<file path="src/rtl/tmr_pkg.sv">
package tmr_pkg;
    localparam int NUM_CH = 3;
    localparam int CNT_W  = 16;
    localparam logic [2:0] ADDR_CTL  = 3'd3;
    localparam logic [2:0] ADDR_MISC = 3'd4;

    typedef enum logic [1:0] {
        CH_NULL  = 2'd0,
        CH_HALF  = 2'd1,
        CH_COUNT = 2'd2
    } ch_state_e;

    typedef enum logic [1:0] {
        ACC_NONE = 2'd0,
        ACC_LO   = 2'd1,
        ACC_HI   = 2'd2,
        ACC_LOHI = 2'd3
    } acc_e;

    localparam logic [2:0] OPM_TERM   = 3'd0;
    localparam logic [2:0] OPM_SQUARE = 3'd3;
endpackage

</file>
<file path="src/rtl/tmr_channel.sv">
module tmr_channel
    import tmr_pkg::*;
#(
    parameter int TICK_STEP = 1
) (
    input  logic       clk,
    input  logic       rst_n,
    input  logic       tick_i,
    input  logic       ctl_we_i,
    input  logic [1:0] acc_i,
    input  logic [2:0] opm_i,
    input  logic       cnt_we_i,
    input  logic [7:0] data_i,
    output logic       out_o
);
    localparam int VAL_W = CNT_W + 1;
    localparam logic [VAL_W-1:0] STEP_V = VAL_W'(TICK_STEP);
    localparam logic [VAL_W-1:0] FULL_V = VAL_W'(1) << CNT_W;

    ch_state_e        st_q, st_d;
    acc_e             acc_q, acc_d;
    logic [2:0]       opm_q, opm_d;
    logic [VAL_W-1:0] cnt_q, cnt_d, rld_q, rld_d;
    logic [7:0]       lo_q, lo_d;
    logic             out_q, out_d;
    logic             ld;
    logic [VAL_W-1:0] ld_val, step_a;

    function automatic logic [VAL_W-1:0] sat_dec(input logic [VAL_W-1:0] v);
        return (v < STEP_V) ? '0 : v - STEP_V;
    endfunction

    // next-state and output process
    always_comb begin
        st_d   = st_q;
        acc_d  = acc_q;
        opm_d  = opm_q;
        cnt_d  = cnt_q;
        rld_d  = rld_q;
        lo_d   = lo_q;
        out_d  = out_q;
        ld     = 1'b0;
        ld_val = '0;
        step_a = '0;
        if (ctl_we_i) begin
            // program: any state -> CH_NULL
            acc_d = acc_e'(acc_i);
            opm_d = opm_i;
            st_d  = CH_NULL;
            out_d = 1'b0;
        end else if (cnt_we_i) begin
            unique case (acc_q)
                ACC_LO: begin
                    ld     = 1'b1;
                    ld_val = {9'd0, data_i};
                end
                ACC_HI: begin
                    ld     = 1'b1;
                    ld_val = {1'b0, data_i, 8'h00};
                end
                ACC_LOHI: begin
                    if (st_q == CH_HALF) begin
                        ld     = 1'b1;
                        ld_val = ({data_i, lo_q} == 16'h0000) ? FULL_V
                                                              : {1'b0, data_i, lo_q};
                    end else begin
                        // low byte: -> CH_HALF
                        lo_d = data_i;
                        st_d = CH_HALF;
                    end
                end
                ACC_NONE: ;
            endcase
            if (ld) begin
                // arm: -> CH_COUNT
                cnt_d = ld_val;
                rld_d = ld_val;
                st_d  = CH_COUNT;
                out_d = 1'b0;
            end
        end else if (tick_i && st_q == CH_COUNT) begin
            unique case (opm_q)
                OPM_TERM: begin
                    step_a = sat_dec(cnt_q);
                    cnt_d  = step_a;
                    if (step_a == '0) begin
                        // terminal: -> CH_NULL
                        out_d = 1'b1;
                        st_d  = CH_NULL;
                    end
                end
                OPM_SQUARE: begin
                    step_a = sat_dec(cnt_q);
                    if (step_a == '0) begin
                        // reload: stays in CH_COUNT
                        out_d  = ~out_q;
                        step_a = rld_q;
                    end
                    cnt_d = sat_dec(step_a);
                end
                default: ;
            endcase
        end
    end

    // state register
    always_ff @(posedge clk) begin
        if (!rst_n) begin
            st_q  <= CH_NULL;
            acc_q <= ACC_NONE;
            opm_q <= OPM_TERM;
            cnt_q <= '0;
            rld_q <= '0;
            lo_q  <= '0;
            out_q <= 1'b0;
        end else begin
            st_q  <= st_d;
            acc_q <= acc_d;
            opm_q <= opm_d;
            cnt_q <= cnt_d;
            rld_q <= rld_d;
            lo_q  <= lo_d;
            out_q <= out_d;
        end
    end

    assign out_o = out_q;


    null_hold_chk: assert property (@(posedge clk) disable iff (!rst_n)
        (st_q != CH_COUNT && !cnt_we_i && !ctl_we_i) |=> ($stable(cnt_q) && $stable(out_q)));


    term_stop_chk: assert property (@(posedge clk) disable iff (!rst_n)
        ($rose(out_q) && opm_q == OPM_TERM) |-> (st_q == CH_NULL));


    other_mode_hold_chk: assert property (@(posedge clk) disable iff (!rst_n)
        (st_q == CH_COUNT && opm_q != OPM_TERM && opm_q != OPM_SQUARE && !cnt_we_i && !ctl_we_i)
        |=> ($stable(cnt_q) && !out_q));
endmodule

</file>
<file path="src/rtl/tmr_misc_port.sv">
module tmr_misc_port (
    input  logic       clk,
    input  logic       rst_n,
    input  logic       we_i,
    input  logic [3:0] wdata_i,
    input  logic       ch2_out_i,
    output logic [7:0] rdata_o
);
    logic [7:0] misc_q;

    always_ff @(posedge clk) begin
        if (!rst_n) misc_q <= 8'h00;
        else if (we_i) misc_q <= {misc_q[7:4], wdata_i};
    end

    assign rdata_o = {misc_q[7:6], ch2_out_i, misc_q[4:0]};


    misc_upper_chk: assert property (@(posedge clk) disable iff (!rst_n)
        1'b1 |=> $stable(misc_q[7:4]));
endmodule

</file>
<file path="src/rtl/tmr_edge_pulse.sv">
module tmr_edge_pulse (
    input  logic clk,
    input  logic rst_n,
    input  logic lvl_i,
    output logic pulse_o
);
    logic lvl_q;

    always_ff @(posedge clk) begin
        if (!rst_n) lvl_q <= 1'b0;
        else        lvl_q <= lvl_i;
    end

    assign pulse_o = lvl_i & ~lvl_q;


    irq_single_chk: assert property (@(posedge clk) disable iff (!rst_n)
        pulse_o |=> !pulse_o);


    irq_follow_chk: assert property (@(posedge clk) disable iff (!rst_n)
        $rose(lvl_i) |-> pulse_o);
endmodule

</file>
<file path="src/rtl/interval_timer3.sv">
module interval_timer3
    import tmr_pkg::*;
#(
    parameter int TICK_STEP = 1
) (
    input  logic       clk,
    input  logic       rst_n,
    input  logic       tick_i,
    input  logic       wr_en_i,
    input  logic [2:0] addr_i,
    input  logic [7:0] wdata_i,
    output logic [7:0] rdata_o,
    output logic [2:0] out_o,
    output logic       irq0_o
);
    logic       ctl_ok;
    logic [7:0] misc_rdata;

    // a control word with channel field 3 or access 0 touches nothing
    assign ctl_ok = wr_en_i && (addr_i == ADDR_CTL)
                 && (wdata_i[7:6] != 2'b11) && (wdata_i[5:4] != 2'b00);

    for (genvar g = 0; g < NUM_CH; g++) begin : g_ch
        tmr_channel #(.TICK_STEP(TICK_STEP)) u_ch (
            .clk      (clk),
            .rst_n    (rst_n),
            .tick_i   (tick_i),
            .ctl_we_i (ctl_ok && (wdata_i[7:6] == 2'(g))),
            .acc_i    (wdata_i[5:4]),
            .opm_i    (wdata_i[3:1]),
            .cnt_we_i (wr_en_i && (addr_i == 3'(g))),
            .data_i   (wdata_i),
            .out_o    (out_o[g])
        );
    end

    tmr_misc_port u_misc (
        .clk       (clk),
        .rst_n     (rst_n),
        .we_i      (wr_en_i && (addr_i == ADDR_MISC)),
        .wdata_i   (wdata_i[3:0]),
        .ch2_out_i (out_o[2]),
        .rdata_o   (misc_rdata)
    );

    tmr_edge_pulse u_irq0 (
        .clk     (clk),
        .rst_n   (rst_n),
        .lvl_i   (out_o[0]),
        .pulse_o (irq0_o)
    );

    // counter and control ports read as zero
    always_comb begin
        rdata_o = (addr_i == ADDR_MISC) ? misc_rdata : 8'h00;
    end
endmodule

</file>
<file path="config.mk">
export PLATFORM = sky130hd
export DESIGN_NAME = interval_timer3
export DESIGN_NICKNAME = d
export VERILOG_FILES = /design/src/rtl/tmr_pkg.sv /design/src/rtl/tmr_channel.sv /design/src/rtl/tmr_misc_port.sv /design/src/rtl/tmr_edge_pulse.sv /design/src/rtl/interval_timer3.sv
export SDC_FILE = /design/constraint.sdc
export NUM_CORES = 1
export LEC_CHECK = 0
export BUFFER_PORTS_ARGS = -buffer_cell sky130_fd_sc_hd__buf_2
export CAP_MARGIN = 20
export CORE_UTILIZATION = 45
export DETAILED_ROUTE_END_ITERATION = 10
export PLACE_DENSITY_LB_ADDON = 0.05
export SLEW_MARGIN = 20
export SYNTH_ARGS = -nofsm -noshare
export SYNTH_HDL_FRONTEND = slang
export SYNTH_HIERARCHICAL = 1
export SYNTH_SLANG_ARGS = --single-unit
export TNS_END_PERCENT = 1
</file>
<file path="constraint.sdc">
create_clock -name clk -period 7.25 [get_ports clk]
set_input_delay 1.45 -clock clk [delete_from_list [all_inputs] [get_ports clk]]
set_output_delay 1.45 -clock clk [all_outputs]
set_load 0.03 [all_outputs]
</file>
Word level (Yosys, flattened, before mapping)
Index checks and enable logic that the tools add are counted.

Output and inout bits: 12. Register bits: 155. Bits of input ports: 15. Word-level logic and storage cells: 239.

Multiplexer cells: 94. Bitwise logic cells: 12. Reductions and logical operators: 58. Add/sub/neg operators: 6. $lt $le $gt $ge: 6. Eq/ne operators: 40.

Operators with widths (number): two-way mux 17 bit (36); case mux 17 bit (3 select lines) (3); less-than comparator 17 x 1 -> 1 bit, second input constant (6); case mux 17 bit (2 select lines) (3); subtractor 17 x 1 -> 17 bit, second input constant (6); logical NOT 17 bit (3); logical NOT 16 bit (3); two-way mux 2 bit (21); AND reduction 5 bit (6); two-way mux 1 bit (24); AND reduction 4 bit (6); == test 2 bit, second input constant (10); nonzero test 2 bit (10); != test 3 x 1 -> 1 bit, second input constant (6); != test 3 bit, second input constant (6); == test 3 x 2 -> 1 bit, second input constant (5); == test 2 x 1 -> 1 bit, second input constant (7); logical AND 1 bit (13); logical NOT 3 bit (4); case mux 1 bit (2 select lines) (6); OR reduction 2 bit (6); inverter 1 bit (11); AND reduction 3 bit (3); nonzero test 3 bit (3); 6 further kinds (9).

Depth between registers and ports, before layout
Depth in word-level cells: 13. Gate-level depth with buffers: 20. Mapped depth without buffers: 16.

By module
The synthesis kept the hierarchy.

By module, submodules not included: tmr_channel at g_ch[0].u_ch ... (times used 2, area each 4003.8 sq um, sequential area each 1001.0 sq um, cells an instance 534); tmr_channel at g_ch[2].u_ch (times used 1, area each 4043.9 sq um, sequential area each 1001.0 sq um, cells an instance 533); tmr_misc_port (times used 1, area each 190.2 sq um, sequential area each 80.1 sq um, cells an instance 18); interval_timer3 (times used 1, area each 145.1 sq um, sequential area each 0.0 sq um, cells an instance 20); tmr_edge_pulse (times used 1, area each 40.0 sq um, sequential area each 20.0 sq um, cells an instance 3).

Worst setup path after synthesis
No wires, ideal clock.

Path kind: register to register. From: reg g_ch[0].u_ch.cnt_q[0]. To: reg g_ch[0].u_ch.cnt_q[14]. Stages on the path, launching flop included: 20. Setup time: 0.125 ns. Slack: 3.041 ns. Arrival: 4.083 ns. Path buffers: 3. Required time: 7.125 ns. Path through: dfxtp_1 > inv_1 > ha_1 > buf_2 > or4b_1 > or3_1 > xnor2_1 > o31a_1 > a21oi_1 > and2_1 > buf_4 > buf_4 > a21oi_1 > ha_1 > nand4_1 > or4_1 > a31oi_2 > a21boi_0 > o31ai_1 > a31oi_1.

Longest elaborated chain between the ends: 13. Elaborated cells between the ends (all ways): 15. Classes of those cells: add/sub: 2; order compare: 2; mux: 10; reduce/logical: 1.

RTL lines: start, declared (line tmr_channel.sv:23) `logic [VAL_W-1:0] cnt_q, cnt_d, rld_q, rld_d;`; start signal, assigned (line tmr_channel.sv:120) `cnt_q <= cnt_d;`; subtractor 17 x 1 -> 17 bit / less-than comparator 17 x 1 -> 1 bit (equally long branches) (line tmr_channel.sv:30) `return (v < STEP_V) ? '0 : v - STEP_V;`; two-way mux 17 bit (*) (line tmr_channel.sv:30); logical NOT 17 bit (line tmr_channel.sv:94) `if (step_a == '0) begin`; two-way mux 17 bit (line tmr_channel.sv:94); two-way mux 17 bit (line tmr_channel.sv:82) `unique case (opm_q)`; two-way mux 17 bit (line tmr_channel.sv:81) `end else if (tick_i && st_q == CH_COUNT) begin`; two-way mux 17 bit (line tmr_channel.sv:51) `end else if (cnt_we_i) begin`; two-way mux 17 bit (line tmr_channel.sv:45) `if (ctl_we_i) begin`; subtractor 17 x 1 -> 17 bit / less-than comparator 17 x 1 -> 1 bit (equally long branches) (line tmr_channel.sv:30); two-way mux 17 bit (line tmr_channel.sv:30); case mux 17 bit (2 select lines) (*) (line tmr_channel.sv:82); two-way mux 17 bit (*) (line tmr_channel.sv:81); two-way mux 17 bit (*) (line tmr_channel.sv:51).

Every way passes the cells marked *; elsewhere a longest branch is shown, timed or not. The select of a mux whose other input is x is not followed. A chain may end at the register's enable or synchronous reset.

Worst setup path in the final report
Ends and elaborated chain as after synthesis.

==> results.cfg <==
[route]
post_drt_via_cell_ratio = 6.43
drt_pre_antenna_iters = 5
num_vias = 12600
detail_route.iter0.violations = 1136
finalWirelength_um = 40900
detail_route.wirelength.met1_um = 18300
drcViolationCount = 0
detail_route.wl_per_cell_um = 21.0
met2_wirelength_um = 18200
routed.top_layer = met4
route.met3.wl_um = 2510
antenna_violating_nets_post_route = 0

[timing]
finalSetupViolations = 0
max_slew_margin_pct = 32.5
max_clock_freq_mhz = 187
whs_ns = 0.494
final.setup_skew_ns = 0.0212
fin_tns_setup_ns = 0
finalCritPeriodShare_pct = 73.9
slew_violations = 0
final_hold_viol_count = 0
setup_repair_after_global_routing_missed_its_margin = false
worst_slew_pin_slew_ns = 1.01
fin_crit_ns = 5.36

[global_route]
globalRouteTotalUtil_pct = 28.9
grt_first_pass_wirelength_um = 65100
grt_antenna_before_repair = 0
grt_max_degree = 52
number_of_global_route_vias_before_repair = 11700
globalRoute.totalOverflow = 0

[place]
port_buffers = 23
place.detailed.hpwl_um = 29400
gpl.final_weighted_congestion = 0.965
dp_cells = 1920

[worst_setup_path]
setup.worst_path.start = g_ch[0].u_ch/cnt_q[0]
launching_point_of_the_worst_reg2reg_path = g_ch[0].u_ch/cnt_q[0]
crit_arrival_ns = 5.69
critical_path.startpoint_type = register
critical_path.max_fanout = 17
worst-r2r-cell-count = 16
critical_path_class = register to register
critical_path.endpoint_type = register
critPathRequiredTime_ns = 7.58

[floorplan]
floorplan.initialDensity_pct = 46.0
io_pins = 27
floorplan.die_area_um2 = 28300
die-height_um = 168
floorplan.core_area_um2 = 27000
fp.dieW_um = 168
floorplan.rows = 60

[min_path]
path_category_of_the_worst_min_delay_check = register to register
min_delay_path_depth = 2
hp-start = g_ch[2].u_ch/st_q[1]

[logic_synthesis]
synth_area_per_cell_um2 = 7.57
synth_top_area_cell = dfxtp_1
synth.distinct_cells = 97
synthDominantCellAreaShare_pct = 25.0
async_reset_ff_share_pct = 0
synthCells = 1642
synth_edf_count = 0
synth_area_leaders = dfxtp_1 (25%), nor2_1 (4.7%), nand2_1 (4.6%)
yosys_warnings = 6
synth_seq_area_share_pct = 25.0
ys_ff_latch = 155
postSynth.topFlopCell = dfxtp_1
netlist_area_um2 = 12400

[clock_network]
tritoncts = done
clock_sink_count = 155
number_of_cells_upsized_or_downsized_after_cts = 0
post_cts_hold_buffer_count = 0
clock_path_buffers = 2
cts_buffers = 17
cts.reportedPaths.clkPinSlew_ns = 0.08
clk-insertion-delay-late_ns = 0.44
post_cts.repair.setup_buffers = 0
htree_levels = 4
clock_tree.root_cell = clkbuf_16

[status]
outcome = finished clean

[pwr]
power_density_nw_per_um2 = 218
power.ir.vdd_worst_mv = 0.130
leakagePower_nw = 5.13

[finish]
stdcell_count = 1953
synth_to_layout_area_growth_pct = 6.51
layout.cells.most_common_list = dfxtp_1 (155), nor2_1 (153), nand2_1 (152)
final_layout_size_suffix_gt1_share_pct = 9.37
mostFrequentLayoutCell = dfxtp_1
n_antenna_cell = 0
nets = 1635
fillers = 2727

[run]
maxCapViolations = 0
[synth_stat cells, types with 9 or more instances]
cell      instances
dfxtp_1         155
nor2_1          154
nand2_1         152
a21oi_1         100
o21ai_0          97
clkbuf_1         61
nor3_1           61
nor2b_1          58
mux2i_1          50
nand3_1          43
o211ai_1         37
inv_1            36
nor4_1           36
or3_1            35
a31oi_1          34
and2_1           34
a22oi_1          30
xnor2_1          30
a211oi_1         22
ha_1             21
nand4_1          20
buf_2            19
nand2b_1         17
a221o_1          15
o21a_1           15
xor2_1           15
a21boi_0         14
a21o_1           14
o21ai_1          13
or2_2            13
a22o_1           12
buf_4            12
buf_6            12
o211a_1          12
o31ai_1          12
a221oi_1         10
a32oi_1           9
or4_1             9
[sequential cells by signal, indices dropped and copies added (netlist names)]
name and flops:
g_ch.u_ch/cnt_q 51, g_ch.u_ch/rld_q 51, g_ch.u_ch/lo_q 24, g_ch.u_ch/opm_q 9, g_ch.u_ch/acc_q 6, g_ch.u_ch/st_q 6, u_misc/misc_q 4, g_ch.u_ch/out_o 3
u_irq0/lvl_q 1
[worst max-delay path: stages, from the launching register on]
cell	delay, ns
dfxtp_1	0.36
inv_1	0.07
ha_1	0.32
nor4b_1	0.55
nand3_1	0.18
a2111oi_0	0.55
nand4_1	0.18
a211oi_2	0.89
and2_1	0.68
a21oi_1	0.20
ha_1	0.30
nand4_1	0.13
or4_1	0.18
a31oi_2	0.08
and4b_1	0.28
o31ai_1	0.21
a31oi_1	0.11
[logic make-up (layout without fill, tap and decap cells)]
family          after synthesis  after routing  share of synthesized area, %
flops                       155            155                          25.0
fa+ha+maj                    21             21                          2.11
other cells                   1              3                        0.0302
mux                          56             56                          4.57
xor+xnor                     45             45                          3.17
compound gates              520            520                          29.5
buf+inv                     145            113                          5.67
simple gates                699            699                          30.0
[through the flow]
step	instance area, µm²	util, %	setup slack (ns)	total power, W
finish	13200	49.0	1.89	0.00288
global route	13200	49.0	1.50	0.00303
CTS	13200	48.9	2.01	0.00287
detailed placement	12600	46.7	2.00	0.00193
global placement	12600	46.7	2.28	0.00193
floorplan	12400	-	3.04	0.00171
[final timing paths]
kind                                          endpoint  slack [ns]
worst max register to register  g_ch[0].u_ch/cnt_q[14]        1.89
worst max-delay path            g_ch[0].u_ch/cnt_q[14]        1.89
worst min register to register    g_ch[2].u_ch/st_q[1]        0.49
worst min-delay path              g_ch[2].u_ch/st_q[1]        0.49
[metal layers]
layer  global-route usage, %  vias up
met2                    45.9      512
met1                    38.6     5878
li1                        -     6058
met5                       0        -
met4                    15.1        0
met3                    3.41      110
[power by group]
part           leakage, nW  internal [W]  switching [W]  total, W
clock                0.299      0.000473       0.000468  0.000941
combinational         3.58      0.000372       0.000684   0.00106
sequential            1.25      0.000860      0.0000216  0.000882
[layout make-up]
cell class              count  area (µm²)  share of cell area [%]
repair buffers             44         275                    2.08
multi-input cells        1344        8680                    65.6
inverters                  37         139                    1.05
clock buffers              17         425                    3.21
flip-flops and latches    155        3100                    23.4
well taps                 341         427                    3.22
clock inverters            15         184                    1.39
Note: power is estimated with default switching activity, not from simulation.
